--- src/rtl/lcd_cmd_decoder.sv ---
module lcd_cmd_decoder #(
  parameter int LONG_US  = 1520,
  parameter int SHORT_US = 37,
  parameter int DEPTH    = 80
) (
  input  logic       clk,
  input  logic       rst_n,
  input  logic       us_tick,
  input  logic       lcd_rs,
  input  logic       lcd_e,
  input  logic [7:0] lcd_d,
  input  logic [6:0] rd_addr,
  output logic [7:0] rd_data,
  output logic       busy,
  output logic       overrun,
  output logic [6:0] addr_cnt,
  output logic       cg_sel,
  output logic       inc_mode,
  output logic       shift_mode,
  output logic       disp_on,
  output logic       cursor_on,
  output logic       blink_on,
  output logic       bus_8bit,
  output logic       two_line,
  output logic       tall_font,
  output logic [6:0] disp_ofs
);
  localparam int TW = $clog2(LONG_US + 1);
  localparam logic [6:0] LAST = 7'(DEPTH - 1);

  logic       e1, e2, rs1, rs2;
  logic [7:0] d1, d2;
  logic       half, hi_rs;
  logic [3:0] hi_nib;
  logic       font_bit;
  logic [TW-1:0] tmr;
  logic       clr_act;
  logic [6:0] clr_ptr;
  logic [7:0] ram [DEPTH];

  always_ff @(posedge clk or negedge rst_n)
    if (!rst_n) {e1, e2, rs1, rs2, d1, d2} <= '0;
    else        {e1, e2, rs1, rs2, d1, d2} <= {lcd_e, e1, lcd_rs, rs1, lcd_d, d1};

  wire fall = e2 & ~e1;

  logic       byte_ok, byte_rs;
  logic [7:0] byte_v;
  always_comb begin
    byte_ok = 1'b0;
    byte_rs = rs2;
    byte_v  = d2;
    if (fall) begin
      if (bus_8bit) byte_ok = 1'b1;
      else if (half) begin
        byte_ok = (rs2 == hi_rs);
        byte_v  = {hi_nib, d2[7:4]};
      end
    end
  end

  assign busy = (tmr != '0);
  wire exec = byte_ok & ~busy;

  logic [2:0] top;
  logic       hit;
  always_comb begin
    top = '0;
    hit = 1'b0;
    for (int i = 0; i < 8; i++)
      if (byte_v[i]) begin
        top = 3'(i);
        hit = 1'b1;
      end
  end

  logic [6:0] addr_nx, ofs_nx, dd_load;
  always_comb begin
    if (cg_sel)
      addr_nx = {1'b0, inc_mode ? addr_cnt[5:0] + 6'd1 : addr_cnt[5:0] - 6'd1};
    else if (inc_mode)
      addr_nx = (addr_cnt >= LAST) ? 7'd0 : addr_cnt + 7'd1;
    else
      addr_nx = (addr_cnt == 7'd0) ? LAST : addr_cnt - 7'd1;
    if (inc_mode) ofs_nx = (disp_ofs >= LAST) ? 7'd0 : disp_ofs + 7'd1;
    else          ofs_nx = (disp_ofs == 7'd0) ? LAST : disp_ofs - 7'd1;
    dd_load = (byte_v[6:0] >= 7'(DEPTH)) ? byte_v[6:0] - 7'(DEPTH) : byte_v[6:0];
  end

  assign tall_font = font_bit & ~two_line;
  assign rd_data   = (rd_addr < 7'(DEPTH)) ? ram[rd_addr] : 8'h00;

  always_ff @(posedge clk or negedge rst_n) begin
    if (!rst_n) begin
      half <= 1'b0; hi_rs <= 1'b0; hi_nib <= '0;
      tmr <= '0; overrun <= 1'b0; clr_act <= 1'b0; clr_ptr <= '0;
      addr_cnt <= '0; disp_ofs <= '0; cg_sel <= 1'b0;
      inc_mode <= 1'b1; shift_mode <= 1'b0;
      disp_on <= 1'b0; cursor_on <= 1'b0; blink_on <= 1'b0;
      bus_8bit <= 1'b1; two_line <= 1'b0; font_bit <= 1'b0;
    end else begin
      if (fall && !bus_8bit) begin
        half <= ~half;
        if (!half) begin
          hi_nib <= d2[7:4];
          hi_rs  <= rs2;
        end
      end
      if (us_tick && busy) tmr <= tmr - 1'b1;
      if (clr_act) begin
        clr_ptr <= clr_ptr + 7'd1;
        if (clr_ptr == LAST) clr_act <= 1'b0;
      end
      if (byte_ok && busy) overrun <= 1'b1;
      if (exec && byte_rs) begin
        tmr <= TW'(SHORT_US);
        addr_cnt <= addr_nx;
        if (shift_mode && !cg_sel) disp_ofs <= ofs_nx;
      end else if (exec && hit) begin
        tmr <= (top <= 3'd1) ? TW'(LONG_US) : TW'(SHORT_US);
        case (top)
          3'd7: begin addr_cnt <= dd_load; cg_sel <= 1'b0; end
          3'd6: begin addr_cnt <= {1'b0, byte_v[5:0]}; cg_sel <= 1'b1; end
          3'd5: begin
            bus_8bit <= byte_v[4]; two_line <= byte_v[3]; font_bit <= byte_v[2];
          end
          3'd4: ;
          3'd3: begin disp_on <= byte_v[2]; cursor_on <= byte_v[1]; blink_on <= byte_v[0]; end
          3'd2: begin inc_mode <= byte_v[1]; shift_mode <= byte_v[0]; end
          3'd1: begin addr_cnt <= '0; disp_ofs <= '0; cg_sel <= 1'b0; end
          default: begin
            addr_cnt <= '0; disp_ofs <= '0; cg_sel <= 1'b0; inc_mode <= 1'b1;
            clr_act <= 1'b1; clr_ptr <= '0;
          end
        endcase
      end
    end
  end

  always_ff @(posedge clk)
    if (clr_act) ram[clr_ptr] <= 8'h20;
    else if (exec && byte_rs && !cg_sel) ram[addr_cnt] <= byte_v;

  AST_OVR_STICKY: assert property (@(posedge clk) disable iff (!rst_n) overrun |=> overrun);
  AST_IGNORE_BUSY: assert property (@(posedge clk) disable iff (!rst_n)
    (byte_ok && busy) |=> ($stable(addr_cnt) && overrun));
  AST_DDRAM_RANGE: assert property (@(posedge clk) disable iff (!rst_n)
    !cg_sel |-> (addr_cnt < 7'(DEPTH)));
  AST_NO_HALF_8BIT: assert property (@(posedge clk) disable iff (!rst_n) bus_8bit |-> !half);
  AST_BUSY_HOLD: assert property (@(posedge clk) disable iff (!rst_n)
    (busy && !us_tick) |=> busy);
  AST_CLEAR_BUSY: assert property (@(posedge clk) disable iff (!rst_n) clr_act |-> busy);
endmodule

--- config.mk ---
export PLATFORM = sky130hd
export DESIGN_NAME = lcd_cmd_decoder
export DESIGN_NICKNAME = d
export VERILOG_FILES = /design/src/rtl/lcd_cmd_decoder.sv
export SDC_FILE = /design/constraint.sdc
export NUM_CORES = 1
export LEC_CHECK = 0
export BUFFER_PORTS_ARGS = -buffer_cell sky130_fd_sc_hd__clkbuf_2
export CAP_MARGIN = 5
export CORE_ASPECT_RATIO = 0.9
export CORE_MARGIN = 1
export CORE_UTILIZATION = 45
export CTS_CLUSTER_DIAMETER = 120
export DETAILED_ROUTE_END_ITERATION = 6
export GPL_ROUTABILITY_DRIVEN = 0
export PLACE_DENSITY = 0.61
export SETUP_SLACK_MARGIN = 0.02
export SLEW_MARGIN = 20
export SYNTH_ARGS = -nofsm -noshare
export SYNTH_HDL_FRONTEND = slang
export SYNTH_SLANG_ARGS = --single-unit
--- constraint.sdc ---
create_clock -name clk -period 6.8 [get_ports clk]
set_input_delay 0.34 -clock clk [delete_from_list [all_inputs] [get_ports clk]]
set_output_delay 0.34 -clock clk [all_outputs]
set_load 0.02 [all_outputs]
After elaboration in Yosys (flattened, before gate mapping):

Memories as Yosys holds them, arrays and structs flattened.
Cells that the tools add are included.

* output and inout bits: 33
* bits in writable memories: 640
* input bits: 20
* memories kept: 1
* flip-flop bits (word level): 69

* order comparisons: 5
* bitwise logic cells: 10
* add/subtract/negate cells: 9
* eq/ne operators: 12
* mux-type cells: 61
* reduce and logical (&&, ||, !) cells: 27

Memory list
* ram: words 80, width 8, rd ports 1, clocked after memory_dff 0, write ports 1, line 39 `logic [7:0] ram [DEPTH];`

Operator list (count)
* 7-bit 2-to-1 mux: 19
* 11-bit 2-to-1 mux: 4
* 8-bit 2-to-1 mux: 5
* 1-bit 2-to-1 mux: 23
* 7-bit by 1-bit adder with 7-bit output, second input constant: 3
* 7-bit >= comparator, second input constant: 3
* 7-bit case mux with 3 select lines: 1
* 3-bit 2-to-1 mux: 6
* 3-bit AND reduction: 6
* 7-bit zero test: 2
* 7-bit by 1-bit subtractor with 7-bit output, second input constant: 2
* 3-bit == test, second input constant: 4
* 6-bit OR reduction: 2
* 11-bit nonzero test: 1
* 11-bit by 1-bit subtractor with 11-bit output, second input constant: 1
* 8-bit OR reduction: 1
* 7-bit == test, second input constant: 1
* 1-bit logical AND: 7
* 7-bit less-than comparator, second input constant: 1
* 1-bit NOT: 7
* 7-bit OR reduction: 1
* 7-bit subtractor, second input constant: 1
* 6-bit by 1-bit adder with 6-bit output, second input constant: 1
* 3-bit by 2-bit == test with 1-bit output, second input constant: 2
* 14 further kinds: 20

Longest topological paths before layout:

* word-level depth: 15
* mapped depth: 12
* mapped depth without buffers: 9

Worst setup path after synthesis:

Ideal clock, no wire load.

* kind: register -> register
* start point: register tmr[0]
* end point: memory ram[0][0], data pin
* period minus slack after synthesis: 4.946 ns
* setup slack: 1.854 ns
* data required time: 6.166 ns
* stages on the path, launching flop included: 8
* path buffers: 1
* data arrival time: 4.312 ns
* cells stage by stage: dfrtp_1 > inv_1 > ha_1 > or4b_1 > or4_4 > or4_1 > buf_2 > a21oi_1

* cells in the longest elaborated chain, start to end: 10

Ends and longest elaborated chain
* from (decl): line 36 `logic [TW-1:0] tmr;`
* from (signal assigned): line 109 `if (us_tick && busy) tmr <= tmr - 1'b1;`
* from (signal assigned): line 116 `tmr <= TW'(SHORT_US);`
* from (signal assigned): line 120 `tmr <= (top <= 3'd1) ? TW'(LONG_US) : TW'(SHORT_US);`
* 11-bit nonzero test: line 62 `assign busy = (tmr != '0);`
* 1-bit NOT: line 63 `wire exec = byte_ok & ~busy;`
* 1-bit bitwise AND: line 63
* 1-bit logical AND (2 in a row): line 142 `else if (exec && byte_rs && !cg_sel) ram[addr_cnt] <= byte_v;`
* 1-bit 2-to-1 mux: line 142
* 1-bit 2-to-1 mux: line 141 `if (clr_act) ram[clr_ptr] <= 8'h20;`
* 1-bit 2-to-1 mux (implied by the code): line 142
* 8-bit OR reduction (no line)
* 8-bit 2-to-1 mux (no line)
* to (decl): line 39

Every way passes these cells.

Final worst setup path:

* start point: register tmr[0]
* end point: memory ram[62][1], enable pin

* cells in the longest elaborated chain, start to end: 10
* elaborated cells on any way between the ends: 11

Ends and longest elaborated chain (line)
* 11-bit nonzero test (*): 62
* 1-bit NOT (*): 63
* 1-bit bitwise AND (*): 63
* 1-bit logical AND (*) (2 in a row): 142
* 1-bit 2-to-1 mux (*): 142
* 1-bit 2-to-1 mux (*): 141
* 1-bit 2-to-1 mux (implied by the code) (*): 142
* 8-bit OR reduction (no line)
* 7-bit 2-to-1 mux (no line) or 1-bit 2-to-1 mux (tied branches)

Every way passes the cells marked *; elsewhere a longest branch is shown, timed or not.

==> flow_summary.ini <==
[cells_and_area]
fin_area_um2 = 33300
antennaDiodeCount = 0
final_util_pct = 51.8
syn_to_final_growth_pct = 13.3
nNetsFinal = 1740
drive_above_1_share_pct = 24.1

[drt]
dr_wl_met3_um = 4870
top_layer = met4
routedWlPerCell_um = 25.6
first_pass_iters = 6
drt_iter0_drc = 1687
drc_errors = 0
num_vias = 15700
drt-met1-wl_um = 28900
vias_per_cell = 5.99
wirelength_um = 67000
ant_nets = 0
met2_wirelength_um = 31300

[timing]
setup_ws_ps = 2220
hold_slack_ps = 348
rsz0062_at_grt = no
fin_setup_tns_ps = 0
worstMarginPinSlew_ps = 1170
relSlewSlack_pct = 21.9
period_share_pct = 67.4
finClkSkew_ps = 17.2
finalCriticalPeriod_ps = 4580
hold_violations = 0
slew_violations = 0
setup_violations = 0
achievable-frequency_mhz = 218

[clocking]
path_clk_slew_ps = 60
numCtsBuffers = 74
cts_buffer_depth = 3
postCtsSetupBuffers = 0
cts_tree = done
h-tree-depth = 3
clk_latency_ps = 600
clockRootBuffer = clkbuf_16
cts.sinks = 709

[power]
power_frac_comb_pct = 4.2
ir_drop_mv = 0.225
p_sw_mw = 1.89
leakage_nw = 11.4
seqPwrFrac_pct = 52.0
power.internal_mw = 7.30
swShare_pct = 20.6
power_density_nw_per_um2 = 276
clockPowerShare_pct = 43.8

[global_route]
overflow = 0
grt_max_degree = 81
grt_pass1_vias = 15600
antenna_found_initial = 0
grt_usage_pct = 20.6
grt_first_pass_wirelength_um = 101000

[flow_run]
cap_violations = 0

[logic_synthesis]
synth_largest_area_cell = edfxtp_1
syn_avg_cell_area_um2 = 18.1
synth_edf_count = 640
synth_seq_area_share_pct = 71.2
ys_warn_count = 0
synth.net_count = 1662
synthTopCellsByCount = edfxtp_1, mux4_2, nor2_1, nand2_1, dfrtp_1
synth_cells = 1627
ys_top_cells_by_area = edfxtp_1, mux4_2, dfrtp_1
synth_top_area_share_pct = 65.3
synth_ff_type = edfxtp_1
synth_cell_types = 82
synth_most_common_cell = edfxtp_1
synth_area_um2 = 29400
async_reset_ff_share_pct = 9.73
synth-seq-cells = 709

[die]
start_util_pct = 45.7
fp.dieW_um = 272
die_y_um = 245
fp.coreArea_um2 = 64400
fp-row-count = 88
die-area_um2 = 66400
io-pin-count = 53

[setup_path]
rr_startpoint = tmr[0]$_DFFE_PN0P_
reg2reg_setup_slack_ps = 2220
worstSetupStartpoint = tmr[0]$_DFFE_PN0P_
cp-end-kind = flip-flop
path_max_fanout = 14
critPathKind = reg2reg
arrival_ps = 4790
cp.required_ps = 7010
startpoint_type = flip-flop

[placement]
pre_cts_ws_ps = 2160
placed_area_um2 = 30700
hpwl_um = 42200
io_buffers = 52

[min_path]
worstHoldPathType = reg2reg
hold_start = d1[7]$_DFF_PN0_

[run_status]
outcome = complete, no violations
==> placed cells by master (no fill, tap or decap), drive strengths merged, types with 8 or more instances in the layout <==
master / instances
xor2: 12
o22ai: 8
o31ai: 10
nand2: 82
or2: 8
o211ai: 13
mux2: 15
nor2: 129
xnor2: 9
clkbuf: 149
a22oi: 12
a31oi: 15
inv: 20
buf: 34
a211oi: 12
ha: 14
mux2i: 34
nor2b: 10
nor4: 13
o21ai: 33
nand3: 13
bufinv: 8
dlygate4sd3: 12
mux4: 184
nor3: 36
clkinv: 24
a21oi: 39
nand2b: 16
dfrtp: 67
edfxtp: 640
==> final timing paths <==
path / cells past startpoint / end
max in group asynchronous: 3 / clr_ptr[6]$_DFF_PN0_
min in group asynchronous: 3 / tmr[3]$_DFFE_PN0P_
setup reg to reg: 9 / ram[62][1]$_DFFE_PP_
hold reg to reg: 0 / d2[7]$_DFF_PN0_
setup / recovery: 9 / ram[62][1]$_DFFE_PP_
hold / removal: 0 / d2[7]$_DFF_PN0_
==> layout make-up <==
class / instances / area [um2]
clock inverters: 32 / 367
well taps: 855 / 1070
inverters: 21 / 78.8
repair buffers: 95 / 694
fillers: 5139 / 31100
flip-flops and latches: 709 / 20900
clock buffers: 100 / 2040
multi-input cells: 804 / 8140
==> metal layers <==
metal / global-route usage [%] / vias to the layer above
met3: 4.68 / 122
li1: - / 6753
met1: 29.7 / 8185
met5: 0 / -
met4: 6.74 / 0
met2: 31.1 / 610
==> critical path, cell delays in order (launching register included) <==
cell,delay (ps)
dfrtp_1,400
inv_1,120
ha_1,160
or4b_1,430
or4_4,550
or4_1,910
nor2_2,360
nor2_1,70
buf_4,250
nor3_1,910
==> power by group through the flow <==
stage               sequential [mW]  clock [mW]  combinational, mW
finish                         4.78        4.03              0.387
detailed placement             4.87           0              0.386
global route                   4.79        4.27              0.422
floorplan                      4.86           0              0.274
CTS                            4.78        4.10              0.393
global placement               4.87           0              0.382
==> kinds of logic (layout without fill, tap and decap cells) <==
kind of cell	count (synthesis)	count (layout)	synth area share [%]
fa+ha+maj	15	15	0.663
buf+inv	114	248	1.58
mux	233	233	15.8
flops	709	709	71.2
compound gates	195	195	4.60
xor+xnor	21	21	0.625
simple gates	340	340	5.54
==> stage by stage <==
step | cells | power, mW
6_report | 2616 | 9.20
5_1_grt | 2616 | 9.47
4_1_cts | 2614 | 9.27
3_5_place_dp | 2470 | 5.26
3_3_place_gp | 2470 | 5.25
2_1_floorplan | 1627 | 5.13
==> sequential cells by signal, indices dropped and copies added (netlist names), 4 cells and up <==
| signal | cells |
|---|---|
| ram | 640 |
| tmr | 11 |
| d1 | 8 |
| d2 | 8 |
| addr_cnt | 7 |
| clr_ptr | 7 |
| disp_ofs | 7 |
| hi_nib | 4 |
==> repair_timing <==
| action | 4_1_cts | 5_1_grt |
|---|---|---|
| endpoints found under the hold margin | 78 | 0 |
| gates resized for setup | 0 | 0 |
| hold buffers | 12 | 0 |
(Power assumes the default switching activity.)
